--- config.mk ---
export PLATFORM = sky130hd
export DESIGN_NAME = fwd_unit
export DESIGN_NICKNAME = d
export VERILOG_FILES = /design/src/rtl/fwd_pkg.sv /design/src/rtl/fwd_match.sv /design/src/rtl/fwd_select.sv /design/src/rtl/fwd_opnd_mux.sv /design/src/rtl/fwd_unit.sv
export SDC_FILE = /design/constraint.sdc
export NUM_CORES = 1
export LEC_CHECK = 0
export CELL_PAD_IN_SITES_DETAIL_PLACEMENT = 1
export CELL_PAD_IN_SITES_GLOBAL_PLACEMENT = 2
export CORE_UTILIZATION = 16
export DETAILED_ROUTE_END_ITERATION = 16
export PLACE_DENSITY = 0.93
export SYNTH_ARGS = -nofsm -noshare
export SYNTH_HDL_FRONTEND = slang
export SYNTH_SLANG_ARGS = --single-unit
export TNS_END_PERCENT = 20
--- constraint.sdc ---
create_clock -name vclk -period 3.8
set_input_delay 0.95 -clock vclk [all_inputs]
set_output_delay 0.95 -clock vclk [all_outputs]
set_load 0.01 [all_outputs]
--- src/rtl/fwd_pkg.sv ---
package fwd_pkg;
  typedef enum logic [1:0] {
    SEL_RF    = 2'b00,
    SEL_MEMWB = 2'b01,
    SEL_EXMEM = 2'b10
  } fwd_sel_e;
  localparam int unsigned NUM_OPND = 2;
endpackage

--- src/rtl/fwd_match.sv ---
// One source/operand comparison: the source writes, its destination is not register 0, and it matches the operand.
module fwd_match #(
  parameter int unsigned REG_W = 5
) (
  input  logic             src_wr,
  input  logic [REG_W-1:0] src_rd,
  input  logic [REG_W-1:0] opnd_reg,
  output logic             hit
);
  logic rd_nonzero;
  assign rd_nonzero = |src_rd;
  assign hit = src_wr & rd_nonzero & (src_rd == opnd_reg);
endmodule

--- src/rtl/fwd_select.sv ---
// Priority select for one operand: the newer source is tested first.
module fwd_select
  import fwd_pkg::*;
#(
  parameter int unsigned REG_W = 5
) (
  input  logic [REG_W-1:0] opnd_reg,
  input  logic [REG_W-1:0] ex_rd,
  input  logic             ex_wr,
  input  logic [REG_W-1:0] wb_rd,
  input  logic             wb_wr,
  output fwd_sel_e         sel
);
  logic ex_hit;
  logic wb_hit;

  fwd_match #(.REG_W(REG_W)) u_ex_match (
    .src_wr(ex_wr), .src_rd(ex_rd), .opnd_reg(opnd_reg), .hit(ex_hit)
  );
  fwd_match #(.REG_W(REG_W)) u_wb_match (
    .src_wr(wb_wr), .src_rd(wb_rd), .opnd_reg(opnd_reg), .hit(wb_hit)
  );

  always_comb begin
    if (ex_hit)      sel = SEL_EXMEM;
    else if (wb_hit) sel = SEL_MEMWB;
    else             sel = SEL_RF;
  end
endmodule

--- src/rtl/fwd_opnd_mux.sv ---
// 3-to-1 operand multiplexer driven by a forwarding select.
module fwd_opnd_mux
  import fwd_pkg::*;
#(
  parameter int unsigned DATA_W = 32
) (
  input  fwd_sel_e          sel,
  input  logic [DATA_W-1:0] rf_val,
  input  logic [DATA_W-1:0] ex_val,
  input  logic [DATA_W-1:0] wb_val,
  output logic [DATA_W-1:0] opnd
);
  always_comb begin
    unique case (sel)
      SEL_EXMEM: opnd = ex_val;
      SEL_MEMWB: opnd = wb_val;
      default:   opnd = rf_val;
    endcase
  end
endmodule

--- src/rtl/fwd_unit.sv ---
// EX-stage forwarding unit: two selects, with optional operand multiplexers.
module fwd_unit
  import fwd_pkg::*;
#(
  parameter int unsigned REG_W   = 5,
  parameter int unsigned DATA_W  = 32,
  parameter bit          HAS_MUX = 1'b1
) (
  input  logic [REG_W-1:0]  id_ex_rs,
  input  logic [REG_W-1:0]  id_ex_rt,
  input  logic [REG_W-1:0]  ex_mem_rd,
  input  logic              ex_mem_wr,
  input  logic [REG_W-1:0]  mem_wb_rd,
  input  logic              mem_wb_wr,
  input  logic [DATA_W-1:0] rf_a,
  input  logic [DATA_W-1:0] rf_b,
  input  logic [DATA_W-1:0] ex_mem_result,
  input  logic [DATA_W-1:0] mem_wb_data,
  output logic [1:0]        sel_a,
  output logic [1:0]        sel_b,
  output logic [DATA_W-1:0] opnd_a,
  output logic [DATA_W-1:0] opnd_b
);
  logic [REG_W-1:0]  opnd_reg [NUM_OPND];
  logic [DATA_W-1:0] rf_val   [NUM_OPND];
  logic [DATA_W-1:0] opnd_val [NUM_OPND];
  fwd_sel_e          sel      [NUM_OPND];

  assign opnd_reg[0] = id_ex_rs;
  assign opnd_reg[1] = id_ex_rt;
  assign rf_val[0]   = rf_a;
  assign rf_val[1]   = rf_b;

  for (genvar i = 0; i < NUM_OPND; i++) begin : g_opnd
    fwd_select #(.REG_W(REG_W)) u_sel (
      .opnd_reg(opnd_reg[i]),
      .ex_rd   (ex_mem_rd),
      .ex_wr   (ex_mem_wr),
      .wb_rd   (mem_wb_rd),
      .wb_wr   (mem_wb_wr),
      .sel     (sel[i])
    );
    if (HAS_MUX) begin : g_mux
      fwd_opnd_mux #(.DATA_W(DATA_W)) u_mux (
        .sel   (sel[i]),
        .rf_val(rf_val[i]),
        .ex_val(ex_mem_result),
        .wb_val(mem_wb_data),
        .opnd  (opnd_val[i])
      );
    end else begin : g_nomux
      assign opnd_val[i] = rf_val[i];
    end
  end

  assign sel_a  = sel[0];
  assign sel_b  = sel[1];
  assign opnd_a = opnd_val[0];
  assign opnd_b = opnd_val[1];
endmodule

# == Word level (Yosys, flattened, before mapping) ==
# Index checks and enable logic that the tools add are counted.
# op_classes
eq_ne,8
n_mux,6
bitwise_logic,6
reduce_logical,2
# op_table
operator,n
$pmux 32 s2,2
$eq 5x5->1,4
$reduce_or 5->1,2
$and 1x1->1,6
$eq 2x1->1 const B,2
$eq 2x2->1 const B,2
$mux 2,2
$mux 1,2
# totals
reg_bits,0

# == Longest topological paths before layout ==
# depth
depth_word,7
mapped_depth,6

# == By module ==
# A second synthesis with hierarchy kept.
# hier_totals
hier_cells,270
area_unflattened_um2,1621.6
# by_module_without_submodules
mod,instances,cells_each,area_per_inst_um2,seq_area_each_um2
fwd_opnd_mux,2,113,636.9,0.0
fwd_match,4,10,76.3,0.0
fwd_select,2,2,21.3,0.0

# == Worst setup path before layout ==
# OpenSTA, ideal clock, no wires.
# synth_timing
path_type,input-to-output
start,in ex_mem_rd[4]
end,out sel_b[0]
arrival_time_ns,2.353
required_time_ns,2.850
path_slack_ns,0.497
stages,6
n_path_buf,1
path_cell_list,or4_4 o211ai_2 or2_1 buf_2 inv_2 nor4_2
# synth_via
elab_chain_len,4
# synth_lines
element,line_no,source
start: declaration,fwd_unit.sv:11,"input logic [REG_W-1:0] ex_mem_rd,"
$reduce_or 5->1,fwd_match.sv:11,assign rd_nonzero = |src_rd;
$and 1x1->1,fwd_match.sv:12,assign hit = src_wr & rd_nonzero & (src_rd == opnd_reg);
$and 1x1->1 (*),fwd_match.sv:12,
net g_opnd[1].u_sel.ex_hit,fwd_select.sv:14,logic ex_hit;
$mux 2 (*),fwd_select.sv:25,if (ex_hit) sel = SEL_EXMEM;
end: declaration,fwd_unit.sv:20,"output logic [1:0] sel_b,"
# The timed path passes the listed nets; every way through them passes the cells marked *.

# == Worst setup path after layout ==
# layout_timing
start,in mem_wb_rd[2]
end,out opnd_a[30]
# layout_via
elab_chain_len,7
# layout_lines
element,line_no,source
start: declaration,fwd_unit.sv:13,"input logic [REG_W-1:0] mem_wb_rd,"
$reduce_or 5->1,fwd_match.sv:11,
$and 1x1->1,fwd_match.sv:12,
$and 1x1->1 (*),fwd_match.sv:12,
$mux 1 (*),fwd_select.sv:26,else if (wb_hit) sel = SEL_MEMWB;
$mux 2 (*),fwd_select.sv:25,
$eq 2x1->1 or $eq 2x2->1 (tied branches),fwd_opnd_mux.sv:14,unique case (sel)
$pmux 32 s2 (*),fwd_opnd_mux.sv:14,
end: declaration,fwd_unit.sv:21,"output logic [DATA_W-1:0] opnd_a,"
# Every way passes the cells marked *; elsewhere a longest branch is shown, timed or not.

==> metrics.yaml <==
outcome:
  status: "finished, violations left"
  violations: "setup timing"
finish:
  final_common_cell: "clkdlybuf4s50_1"
  area_growth_pct: 125
  final_cell_mix: "clkdlybuf4s50_1, nand2_1, nor3_1, nor4_1, a31oi_1"
  antenna_cells: 0
  drive_gt1_frac: 0.296
  finalInstanceArea_sq_mm: 0.00581
  clock_buffers: 0
  numSequentialCells: 0
  n_fill_cell: 1956
  fin_nets: 847
  register_area_sq_um: 0
route:
  drt-initial-drc-count: 364
  drcViolationCount: 0
  finalWirelength_um: 20900
  drt-pass1-iter-count: 5
  routed-via-count: 5089
  wl_per_cell_um: 23.0
  vias_per_cell: 5.59
  antenna_left: 0
sta:
  max_slew_margin: 0.697
  worst_slack_ns: -0.0843
  fin_crit_ns: 3.88
  hold_viol: 0
  hold_slack_ns: 2.57
  tightest_slew_ns: 0.454
  drv_slew: 0
  rsz0062_at_grt: "yes"
  setup_viol: 2
  fmax_mhz: 257
  fin_crit_sh: 1.02
  fin_setup_tns_ns: -0.0977
pwr:
  ir_drop_mv: 0.0647
  switchingPower_uw: 450
  combinationalPowerShare: 1.000
  p_seq_frac: 0
  switching_share: 0.543
  p_int_uw: 380
  power_uw: 830
  power_density_mw_per_mm2: 143
  power_leakage_uw: 0.00199
  clkPwrFrac: 0
worst_hold_path:
  holdPathEnd: "opnd_b[8]"
  hold_path_depth: 4
  hp-start: "rf_b[8]"
  worst_hold_path_type: "input port to primary output"
floorplan:
  fp.dieW_um: 129
  io_pins: 218
  core_area_sq_mm: 0.0158
  rows: 46
  start_util: 0.163
  dieHeight_um: 129
  die_area_sq_mm: 0.0167
global_route:
  grt_pass1_wl_um: 30500
  overflow: 0
  grt_start_max_net_pins: 44
  grt_pass1_vias: 5452
  track_usage: 0.236
  grt_antenna_before_repair: 1
logic_synthesis:
  syn-num-nets: 614
  syn_area_per_cell_sq_um: 5.57
  syn_area_sq_mm: 0.00258
  ys_types: 22
  ys_seq_area_frac: 0
  syn_inst: 464
  yosysWarnings: 0
worst_setup_path:
  required_ns: 2.85
  cp_max_fo: 14
  arrival_ns: 2.93
  startpoint_type: "input port"
  critical_path_class: "input port to primary output"
  cp-end-kind: "primary output"
placed_design:
  dp_hpwl_um: 14300
  gp_congestion: 0.838
  port_buffers: 218
  placed_cell_area_sq_mm: 0.00550
job:
  drv_cap: 0
cts:
  cts_hold_buf: 0
[power by group through the flow]
stage | combinational, uW | sequential [uW] | clock (uW)
6_report | 830 | 0 | 0
5_1_grt | 867 | 0 | 0
4_1_cts | 808 | 0 | 0
3_5_place_dp | 768 | 0 | 0
3_3_place_gp | 753 | 0 | 0
2_1_floorplan | 286 | 0 | 0
[Yosys cell counts]
cell / instances / area [sq um]
nor3_1: 64 / 320
nand4_1: 2 / 12.5
nor4_1: 65 / 407
or2_2: 1 / 6.26
buf_2: 10 / 50.1
nor4_2: 2 / 25.0
a211oi_1: 2 / 15.0
or2_1: 3 / 18.8
xor2_1: 10 / 87.6
a31oi_1: 64 / 400
o211ai_2: 2 / 25.0
buf_4: 3 / 22.5
nand2_1: 96 / 360
or3_1: 2 / 12.5
buf_1: 2 / 7.51
inv_1: 1 / 3.75
xnor2_1: 10 / 87.6
clkbuf_1: 57 / 214
inv_2: 2 / 7.51
a21bo_2: 1 / 10.0
or4_4: 1 / 11.3
o31ai_1: 64 / 480
[cell families (layout without fill, tap and decap cells)]
logic type,after synthesis,count (layout),share of synthesized area
compound gates,133,133,0.360
simple gates,236,236,0.454
xor+xnor,20,20,0.0678
buf+inv,75,306,0.118
[routing by layer]
layer  GRT usage  vias up  part of all wire
li1            -     2265                 -
met1       0.277     2474              0.39
met2       0.433      291              0.50
met3      0.0351       59             0.074
met4      0.0844        0             0.034
met5           0        -                 0
[area by class of cell]
class	instances	area (sq um)	area share
inverter	3	11.3	0.00194
tap	216	270	0.0465
multi-input combinational	389	2720	0.468
timing repair buffer	303	2810	0.484
[per-stage QoR]
step	util	cells	worst slack (ns)
2_1_floorplan	-	464	0.497
3_3_place_gp	0.348	888	-0.583
3_5_place_dp	0.348	888	-0.721
4_1_cts	0.369	911	-0.00109
5_1_grt	0.367	911	-0.136
6_report	0.367	911	-0.0843
[worst max-delay path by stage]
stage | slack [ns] | from | to
finish | -0.08 | mem_wb_rd[2] | opnd_a[30]
global route | -0.14 | mem_wb_rd[0] | opnd_a[30]
CTS | -0.001 | mem_wb_rd[0] | opnd_b[23]
detailed placement | -0.72 | mem_wb_rd[2] | opnd_a[31]
global placement | -0.58 | mem_wb_rd[2] | opnd_a[31]
floorplan | 0.50 | ex_mem_rd[4] | sel_b[0]
[repair_timing]
action                                  in CTS  in global routing
resized for setup                          301                 53
endpoints found under the setup margin      68                 42
cloned                                       1                  0
setup buffers                               22                  0
pin swaps                                    7                  5
[worst max-delay path, cell delays in order]
cell	delay, ns
clkdlybuf4s15_2	0.27
xor2_4	0.22
or3_4	0.42
buf_12	0.17
buf_12	0.16
o31ai_2	0.31
a31oi_1	0.16
clkdlybuf4s15_2	0.25
No activity file was read; power rests on OpenSTA's default activity.
